[src/rtl/wdt_pkg.sv]
package wdt_pkg;

    localparam int CNT_W  = 10;
    localparam int DATA_W = 16;
    localparam int ADDR_W = 3;
    localparam int NREG   = 7;

    localparam logic [CNT_W-1:0] MIN_INIT = CNT_W'(4);

    // Register word addresses
    localparam logic [ADDR_W-1:0] A_COUNT = ADDR_W'(0);
    localparam logic [ADDR_W-1:0] A_INIT  = ADDR_W'(1);
    localparam logic [ADDR_W-1:0] A_STS1  = ADDR_W'(2);
    localparam logic [ADDR_W-1:0] A_STS2  = ADDR_W'(3);
    localparam logic [ADDR_W-1:0] A_CTRL  = ADDR_W'(4);
    localparam logic [ADDR_W-1:0] A_CFG   = ADDR_W'(5);
    localparam logic [ADDR_W-1:0] A_IEN   = ADDR_W'(6);

    // Bit positions inside registers
    localparam int B_HALT   = 11;
    localparam int B_FIRST  = 3;
    localparam int B_SECOND = 1;
    localparam int B_BOOT   = 2;
    localparam int B_NOREB  = 0;
    localparam int B_IEN    = 13;

    typedef struct packed {
        logic             halt;
        logic             no_reboot;
        logic             ien;
        logic [CNT_W-1:0] init;
    } wdt_ctl_t;

    typedef struct packed {
        logic first;
        logic second;
    } wdt_evt_t;

    function automatic int unsigned prescale_cycles(input longint unsigned clk_hz,
                                                    input longint unsigned tick_ms);
        longint unsigned c;
        c = (clk_hz * tick_ms) / 64'd1000;
        if (c < 64'd2) c = 64'd2;
        return c[31:0];
    endfunction

endpackage

[src/rtl/wdt_tick_gen.sv]
module wdt_tick_gen #(
    parameter int unsigned PRESCALE = 6
) (
    input  logic clk,
    input  logic rst,
    input  logic run,
    input  logic restart,
    output logic tick
);
    localparam int PW = (PRESCALE > 1) ? $clog2(PRESCALE) : 1;
    localparam logic [PW-1:0] LAST = PW'(PRESCALE - 1);

    logic [PW-1:0] phase_q;

    assign tick = run && !restart && (phase_q == LAST);

    always_ff @(posedge clk) begin
        if (rst || !run || restart) begin
            phase_q <= '0;
        end else if (phase_q == LAST) begin
            phase_q <= '0;
        end else begin
            phase_q <= phase_q + 1'b1;
        end
    end
endmodule

[src/rtl/wdt_core.sv]
module wdt_core
    import wdt_pkg::*;
#(
    parameter int unsigned     RST_PULSE = 16,
    parameter logic [CNT_W-1:0] INIT_DEF = CNT_W'(4)
) (
    input  logic             clk,
    input  logic             rst,
    input  logic             tick,
    input  logic             reload,
    input  wdt_ctl_t         ctl,
    input  logic             first_sts,
    output logic [CNT_W-1:0] cnt,
    output wdt_evt_t         evt,
    output logic             run,
    output logic             sys_rst
);
    localparam int RW = $clog2(RST_PULSE + 1);

    logic [CNT_W-1:0] cnt_q;
    logic             stopped_q;
    logic [RW-1:0]    pulse_q;
    logic             expire;

    assign expire     = tick && !reload && (cnt_q == '0);
    assign evt.first  = expire && !first_sts;
    assign evt.second = expire && first_sts;
    assign run        = !ctl.halt && !stopped_q;
    assign cnt        = cnt_q;
    assign sys_rst    = (pulse_q != '0);

    always_ff @(posedge clk) begin
        if (rst) begin
            cnt_q     <= INIT_DEF;
            stopped_q <= 1'b0;
        end else begin
            if (reload || expire) begin
                cnt_q <= ctl.init;
            end else if (tick) begin
                cnt_q <= cnt_q - 1'b1;
            end
            if (evt.second) begin
                stopped_q <= 1'b1;
            end
        end
    end

    always_ff @(posedge clk) begin
        if (rst) begin
            pulse_q <= '0;
        end else if (evt.second && !ctl.no_reboot) begin
            pulse_q <= RW'(RST_PULSE);
        end else if (pulse_q != '0) begin
            pulse_q <= pulse_q - 1'b1;
        end
    end
endmodule

[src/rtl/wdt_regs.sv]
module wdt_regs
    import wdt_pkg::*;
#(
    parameter logic [CNT_W-1:0] INIT_DEF = CNT_W'(4)
) (
    input  logic              clk,
    input  logic              rst,
    input  logic              bus_wr,
    input  logic [ADDR_W-1:0] bus_addr,
    input  logic [DATA_W-1:0] bus_wdata,
    output logic [DATA_W-1:0] bus_rdata,
    input  logic [CNT_W-1:0]  cnt,
    input  wdt_evt_t          evt,
    output wdt_ctl_t          ctl,
    output logic              first_sts,
    output logic              second_sts,
    output logic              boot_sts,
    output logic              reload
);
    logic [NREG-1:0] wsel;

    for (genvar i = 0; i < NREG; i++) begin : g_wsel
        assign wsel[i] = bus_wr && (bus_addr == ADDR_W'(i));
    end

    assign reload = wsel[A_COUNT];

    always_ff @(posedge clk) begin
        if (rst) begin
            ctl.halt      <= 1'b1;
            ctl.no_reboot <= 1'b0;
            ctl.ien       <= 1'b0;
            ctl.init      <= INIT_DEF;
            first_sts     <= 1'b0;
            second_sts    <= 1'b0;
            boot_sts      <= 1'b0;
        end else begin
            if (wsel[A_INIT] && (bus_wdata[CNT_W-1:0] >= MIN_INIT)) begin
                ctl.init <= bus_wdata[CNT_W-1:0];
            end
            if (wsel[A_CTRL]) ctl.halt      <= bus_wdata[B_HALT];
            if (wsel[A_CFG])  ctl.no_reboot <= bus_wdata[B_NOREB];
            if (wsel[A_IEN])  ctl.ien       <= bus_wdata[B_IEN];
            first_sts  <= (first_sts  && !(wsel[A_STS1] && bus_wdata[B_FIRST]))  || evt.first;
            second_sts <= (second_sts && !(wsel[A_STS2] && bus_wdata[B_SECOND])) || evt.second;
            boot_sts   <= (boot_sts   && !(wsel[A_STS2] && bus_wdata[B_BOOT]))   || evt.second;
        end
    end

    always_comb begin
        bus_rdata = '0;
        case (bus_addr)
            A_COUNT: bus_rdata[CNT_W-1:0] = cnt;
            A_INIT:  bus_rdata[CNT_W-1:0] = ctl.init;
            A_STS1:  bus_rdata[B_FIRST]   = first_sts;
            A_STS2: begin
                bus_rdata[B_SECOND] = second_sts;
                bus_rdata[B_BOOT]   = boot_sts;
            end
            A_CTRL:  bus_rdata[B_HALT]  = ctl.halt;
            A_CFG:   bus_rdata[B_NOREB] = ctl.no_reboot;
            A_IEN:   bus_rdata[B_IEN]   = ctl.ien;
            default: bus_rdata = '0;
        endcase
    end
endmodule

[src/rtl/wdt_top.sv]
module wdt_top
    import wdt_pkg::*;
#(
    parameter longint unsigned CLK_HZ    = 100_000_000,
    parameter int unsigned     TICK_MS   = 600,
    parameter int unsigned     RST_PULSE = 16,
    parameter int unsigned     INIT_DEF  = 4
) (
    input  logic              clk,
    input  logic              rst,
    input  logic              bus_wr,
    input  logic [ADDR_W-1:0] bus_addr,
    input  logic [DATA_W-1:0] bus_wdata,
    output logic [DATA_W-1:0] bus_rdata,
    output logic              irq_o,
    output logic              sys_rst_o
);
    localparam int unsigned      PRESCALE = prescale_cycles(CLK_HZ, 64'(TICK_MS));
    localparam logic [CNT_W-1:0] INIT_V   = CNT_W'(INIT_DEF);

    wdt_ctl_t         ctl;
    wdt_evt_t         evt;
    logic [CNT_W-1:0] cnt;
    logic             first_sts, second_sts, boot_sts;
    logic             reload, run, tick;

    wdt_regs #(.INIT_DEF(INIT_V)) u_regs (
        .clk        (clk),
        .rst        (rst),
        .bus_wr     (bus_wr),
        .bus_addr   (bus_addr),
        .bus_wdata  (bus_wdata),
        .bus_rdata  (bus_rdata),
        .cnt        (cnt),
        .evt        (evt),
        .ctl        (ctl),
        .first_sts  (first_sts),
        .second_sts (second_sts),
        .boot_sts   (boot_sts),
        .reload     (reload)
    );

    wdt_tick_gen #(.PRESCALE(PRESCALE)) u_tick (
        .clk     (clk),
        .rst     (rst),
        .run     (run),
        .restart (reload),
        .tick    (tick)
    );

    wdt_core #(.RST_PULSE(RST_PULSE), .INIT_DEF(INIT_V)) u_core (
        .clk       (clk),
        .rst       (rst),
        .tick      (tick),
        .reload    (reload),
        .ctl       (ctl),
        .first_sts (first_sts),
        .cnt       (cnt),
        .evt       (evt),
        .run       (run),
        .sys_rst   (sys_rst_o)
    );

    assign irq_o = first_sts && ctl.ien;
endmodule

[config.mk]
export PLATFORM = sky130hd
export DESIGN_NAME = wdt_top
export DESIGN_NICKNAME = d
export VERILOG_FILES = /design/src/rtl/wdt_pkg.sv /design/src/rtl/wdt_tick_gen.sv /design/src/rtl/wdt_core.sv /design/src/rtl/wdt_regs.sv /design/src/rtl/wdt_top.sv
export SDC_FILE = /design/constraint.sdc
export NUM_CORES = 1
export LEC_CHECK = 0
export BUFFER_PORTS_ARGS = -buffer_cell sky130_fd_sc_hd__buf_2
export CAP_MARGIN = 20
export CORE_MARGIN = 4
export CORE_UTILIZATION = 40
export DETAILED_ROUTE_END_ITERATION = 8
export GPL_ROUTABILITY_DRIVEN = 0
export PLACE_DENSITY = 0.66
export RECOVER_POWER = 25
export REMOVE_ABC_BUFFERS = 1
export SLEW_MARGIN = 10
export SYNTH_ARGS = -nofsm -noshare
export SYNTH_HDL_FRONTEND = slang
export SYNTH_HIERARCHICAL = 1
export SYNTH_SLANG_ARGS = --single-unit
[constraint.sdc]
create_clock -name clk -period 5.3 [get_ports clk]
set_clock_uncertainty 0.2 [all_clocks]
set_input_delay 0.265 -clock clk [delete_from_list [all_inputs] [get_ports clk]]
set_output_delay 0.265 -clock clk [all_outputs]
set_load 0.005 [all_outputs]
**Yosys cells after proc, flatten, opt, wreduce, memory -nomap -nowiden**

Cells that the tools add are included.

- Word-level logic and storage cells: 78
- Bits of input ports: 22
- Output and inout port bits: 18
- Flip-flop bits (word level): 58

- Equal/unequal tests: 7
- Magnitude comparators: 1
- Mux-type cells: 10
- Reductions and logical operators: 45
- Add/subtract/negate cells: 3

Operators with widths:

| cell | number |
|---|---|
| 26-bit by 1-bit adder with 26-bit output, second input constant | 1 |
| 26-bit equality test, second input constant | 1 |
| 1-bit logical AND | 23 |
| 10-bit 2-to-1 mux | 2 |
| 6-bit one-hot mux with 2 select lines | 1 |
| 10-bit by 3-bit greater-or-equal comparator with 1-bit output, second input constant | 1 |
| 10-bit logical NOT | 1 |
| 5-bit 2-to-1 mux | 2 |
| 10-bit by 1-bit subtractor with 10-bit output, second input constant | 1 |
| 3-bit equality test, second input constant | 3 |
| 1-bit logical NOT | 9 |
| 3-bit by 2-bit equality test with 1-bit output, second input constant | 2 |
| 1-bit logical OR | 6 |
| 1-bit one-hot mux with 3 select lines | 2 |
| 2-bit one-hot mux with 3 select lines | 1 |
| 5-bit nonzero test | 1 |
| 5-bit by 1-bit subtractor with 5-bit output, second input constant | 1 |
| 2-bit nonzero test | 2 |
| 2-bit OR reduction | 2 |
| 3-bit by 1-bit equality test with 1-bit output, second input constant | 1 |
| 3-bit logical NOT | 1 |
| 1-bit 2-to-1 mux | 2 |

**Longest topological paths before layout**

- Word-level depth: 10
- Mapped depth: 12
- Mapped depth without buffers: 10

**Hierarchy**

The synthesis kept the hierarchy.

By module, submodules not included:

| module | area an instance (um2) | sequential area each (um2) | instances | cells each |
|---|---|---|---|---|
| wdt_tick_gen | 1281.2 | 520.5 | 1 | 152 |
| wdt_regs | 1004.7 | 320.3 | 1 | 117 |
| wdt_core | 853.3 | 320.3 | 1 | 99 |
| wdt_top | 6.3 | 0.0 | 1 | 1 |

**Least setup slack after synthesis**

OpenSTA, ideal clock, no wires.

- Path kind: reg-to-reg
- Start point: reg u_tick.phase_q[0]
- End point: reg u_core.cnt_q[9] (netlist: u_core/cnt[9])
- Arrival time: 2.539 ns
- Required time: 5.036 ns
- Stages on the path, launching flop included: 10
- Setup time: 0.064 ns
- Clock period less this slack: 2.803 ns
- Path buffers: 1
- Path slack: 2.497 ns
- Cell sequence: dfxtp_1 ha_1 nand4_2 or2_2 nor4_1 buf_2 or3b_2 a2111oi_0 nor3_1 nor2_1

- Word-level cells in the longest chain between the ends: 6
- Elaborated cells between the ends (all ways): 7
- Those cells by class: 1 x eq/ne; 1 x mux; 5 x reduce/logical

RTL lines:

| item | line | RTL |
|---|---|---|
| start: declaration | wdt_tick_gen.sv:13 | `logic [PW-1:0] phase_q;` |
| start signal: assignment | wdt_tick_gen.sv:23 | `phase_q <= phase_q + 1'b1;` |
| 26-bit equality test * | wdt_tick_gen.sv:15 | `assign tick = run && !restart && (phase_q == LAST);` |
| 1-bit logical AND * | wdt_tick_gen.sv:15 |  |
| named net tick | wdt_top.sv:25 | `logic reload, run, tick;` |
| 1-bit logical AND (2 in a row) | wdt_core.sv:25 | `assign expire = tick && !reload && (cnt_q == '0);` |
| 1-bit logical OR | wdt_core.sv:37 | `if (reload \|\| expire) begin` |
| 10-bit 2-to-1 mux or 2-bit nonzero test (tied branches) | - |  |
| end signal: assignment | wdt_core.sv:38 | `cnt_q <= ctl.init;` |
| end signal: assignment | wdt_core.sv:40 | `cnt_q <= cnt_q - 1'b1;` |
| end: declaration | wdt_core.sv:20 | `logic [CNT_W-1:0] cnt_q;` |

The timed path passes the listed nets; every way through them passes the cells marked *.
A chain may end at the register's enable or synchronous reset.

**Worst setup path after layout**

- Start point: in bus_addr[0]
- End point: reg u_core.cnt_q[6] (netlist: u_core/cnt[6])

- Word-level cells in the longest chain between the ends: 9
- Elaborated cells between the ends (all ways): 10
- Those cells by class: 1 x mux; 9 x reduce/logical

RTL lines:

| item | line | RTL |
|---|---|---|
| start: declaration | wdt_top.sv:12 | `input logic [ADDR_W-1:0] bus_addr,` |
| 3-bit logical NOT * | wdt_regs.sv:23 | `assign wsel[i] = bus_wr && (bus_addr == ADDR_W'(i));` |
| 1-bit logical AND * | wdt_regs.sv:23 |  |
| named net reload | wdt_top.sv:25 |  |
| 1-bit logical NOT * | wdt_tick_gen.sv:15 |  |
| 1-bit logical AND * (2 in a row) | wdt_tick_gen.sv:15 |  |
| named net tick | wdt_top.sv:25 |  |
| 1-bit logical AND (2 in a row) | wdt_core.sv:25 |  |
| 1-bit logical OR | wdt_core.sv:37 |  |
| 10-bit 2-to-1 mux or 2-bit nonzero test (tied branches) | - |  |

Marked as above.

==> flow_metrics.tcl <==
set metrics [dict create \
    status "complete, no violations" \
    critPathLaunch "bus_addr[0]" \
    crit_chain "clkbuf_1 > nand2b_1 > nor2_1 > nand2b_1 > nor4_1 > buf_4 > nand2_1 > o41a_1 > a211oi_1 > a211oi_1" \
    register_area_um2 1160 \
    final.period_utilization 0.623 \
    gr-total-overflow 0 \
    core-area_um2 7690 \
    remaining_drc_errors 0 \
    start_kind "primary input" \
    num_vias 2710 \
    clockRootBuffer "clkbuf_8" \
    async_flop_share 0 \
    ant_nets 0 \
    die_h_um 96.7 \
    drtIter0Drc 80 \
    synth_area_um2 3150 \
    vdd_drop_max_mv 0.191 \
    antennaDiodeCount 0 \
    die_area_um2 9350 \
    portBuffers 31 \
    grtUsageMet3 0.0389 \
    grt_pass1_wl_mm 11.5 \
    final.setup.tns_ps 0 \
    p_leak_nw 1.24 \
    holdWs_ps 19.7 \
    cts_tree "done" \
    clkLatencyLatePin_ps 330 \
    synth_warnings 6 \
    fin_crit_ps 3300 \
    crit_slowest_cell "clkbuf_1" \
    slew_violations 0 \
    yosysTopAreaCellShare 0.369 \
    use_met1 0.183 \
    worstPathArrival_ps 3290 \
    tightestPinTransition_ps 1190 \
    avgRoutedWirePerCell_um 13.1 \
    synth.most_common_cell "dfxtp_1" \
    r2r-end "u_core/cnt[6]" \
    synth_common_cells "58 x dfxtp_1, 44 x nor2_1, 22 x mux2i_1" \
    seq_area_frac_synth 0.369 \
    slew_headroom 0.207 \
    finalNonFillerCells 508 \
    netlist_top_cells_area "dfxtp_1 37%, mux2i_1 7.0%, nor2_1 5.3%" \
    comb_power_share 0.130 \
    io_pins 40 \
    busiest_layer "met2" \
    synth_top_flop_cell "dfxtp_1" \
    grt_use_met2 0.239 \
    critPathKind "primary input to flip-flop" \
    place_hpwl_mm 4.56 \
    die_w_um 96.7 \
    yosys.cell_types.count 57 \
    final-setup-viol-count 0 \
    synthToLayoutAreaGrowth_pct 14.7 \
    cts_resized 0 \
    power.density_nw_per_um2 293 \
    dr.pass1.iters 4 \
    antenna_found_initial 0 \
    finish.net_count 426 \
    htreeDepth 3 \
    finalHoldViolCount 0 \
    grt_pass1_vias 2541 \
    clock-sinks 58 \
    synth.largest_area_cell "dfxtp_1" \
    clkPwrFrac 0.427 \
    fmaxAchievable_ghz 0.303 \
    endpoint_kind "flip-flop" \
    grt_start_max_net_pins 38 \
    cts_buffers 9 \
    crit_end "u_core/cnt[6]" \
    reg2regPathDepth 9 \
    r2r-start "u_tick/phase_q[0]" \
    p_sw_mw 0.261 \
    multi_input_area_um2 1790 \
    syn_avg_cell_area_um2 8.52 \
    track_usage 0.144 \
    rrSetupSlack_ps 2060 \
    p_int_mw 0.798 \
    synthCells 369 \
    fin_util 0.469 \
    via_per_inst 5.33 \
    post_cts_buffers 0 \
    cp_slowest_stage_delay_ps 850 \
    synth_edf_count 0 \
    hp-class "primary input to flip-flop" \
    crit_fanout 22 \
    power_frac_seq 0.443 \
    synth-seq-cells 58 \
    rsz0062_at_grt "no" \
    dp_cells 483 \
    start_util 0.409 \
    clockBufferDepth 2 \
    clk_pin_slew_ps 70 \
    fill_cells 768 \
    critPathRequiredTime_ps 5290 \
    drv_cap 0 \
    drive_above_1_share 0.131 \
    rows 32 \
    routed_wl_mm 6.65 \
    p_sw_frac 0.246 \
]
[cell usage in the layout, fill, tap and decap left out, drive strengths merged, types with 12 or more instances in the layout]
cell    count
a21oi      17
dfxtp      58
clkbuf     24
inv        17
buf        21
mux2i      22
o21ai      19
nand3      12
nor2       44
nand2b     20
nand2      15
xnor2      16
[flip-flops by register name, summed over array words and instances, names as in the netlist]
register	count
u_tick/phase_q	26
u_regs/ctl	13
u_core/cnt	10
u_core/pulse_q	5
u_core/stopped_q	1
u_regs/boot_sts	1
u_regs/first_sts	1
u_regs/second_sts	1
[per-layer routing]
| layer | vias to the layer above | part of all wire |
|---|---|---|
| li1 | 1375 | - |
| met1 | 1276 | 0.48 |
| met2 | 53 | 0.48 |
| met3 | 6 | 0.038 |
| met4 | 0 | 0.0077 |
| met5 | - | 0 |
[kinds of logic (layout without fill, tap and decap cells)]
family,after synthesis,after routing,synth area share
flip-flops,58,58,0.369
AND/OR/NAND/NOR,158,158,0.290
multiplexers,22,22,0.0700
adder cells (fa/ha/maj),3,3,0.0119
other,1,4,0.00119
XOR/XNOR,20,20,0.0557
AO/OA/AOI/OAI,66,66,0.137
buffers and inverters,41,75,0.0648
[how the worst min path moves through the flow]
stage,start,depth (start not counted),end
2_1_floorplan,rst,1,u_core/cnt[8]
3_3_place_gp,u_tick/phase_q[0],1,u_tick/phase_q[0]
3_5_place_dp,u_core/stopped_q,1,u_core/stopped_q
4_1_cts,bus_wdata[3],3,u_regs/ctl[3]
5_1_grt,bus_wdata[9],3,u_regs/ctl[9]
6_report,bus_wdata[3],3,u_regs/ctl[3]
[power groups by stage]
| stage | sequential, mW | clock, mW | combinational (mW) |
|---|---|---|---|
| after detailed placement | 0.479 | 0 | 0.133 |
| after floorplan | 0.475 | 0 | 0.0946 |
| after CTS | 0.469 | 0.464 | 0.138 |
| after global routing | 0.473 | 0.480 | 0.155 |
| final | 0.469 | 0.452 | 0.138 |
| after global placement | 0.478 | 0 | 0.129 |
[worst max-delay path: cells and delay by family]
kind	cells	cell delay [ps]
simple gates	5	920
buf+inv	2	1050
compound gates	3	1040
[repair_timing]
| item | 4_1_cts | 5_1_grt |
|---|---|---|
| endpoints found under the setup margin | 0 | 0 |
| endpoints found under the hold margin | 9 | 0 |
| hold buffers | 8 | 0 |
[cell type report]
cell class	count	share of cell area
Clock buffer	11	0.0392
Clock inverter	5	0.0215
Inverter	17	0.0177
Multi-Input combinational cell	273	0.497
Sequential cell	58	0.322
Tap cell	102	0.0354
Timing Repair Buffer	42	0.0680
[metrics by stage]
step	total power [mW]	cell area [µm²]	setup slack, ps
6_report	1.06	3610	2000
5_1_grt	1.11	3610	1730
4_1_cts	1.07	3620	2050
3_5_place_dp	0.612	3320	1940
3_3_place_gp	0.607	3320	1980
2_1_floorplan	0.570	3020	1910
Note: power is estimated with default switching activity, not from simulation.
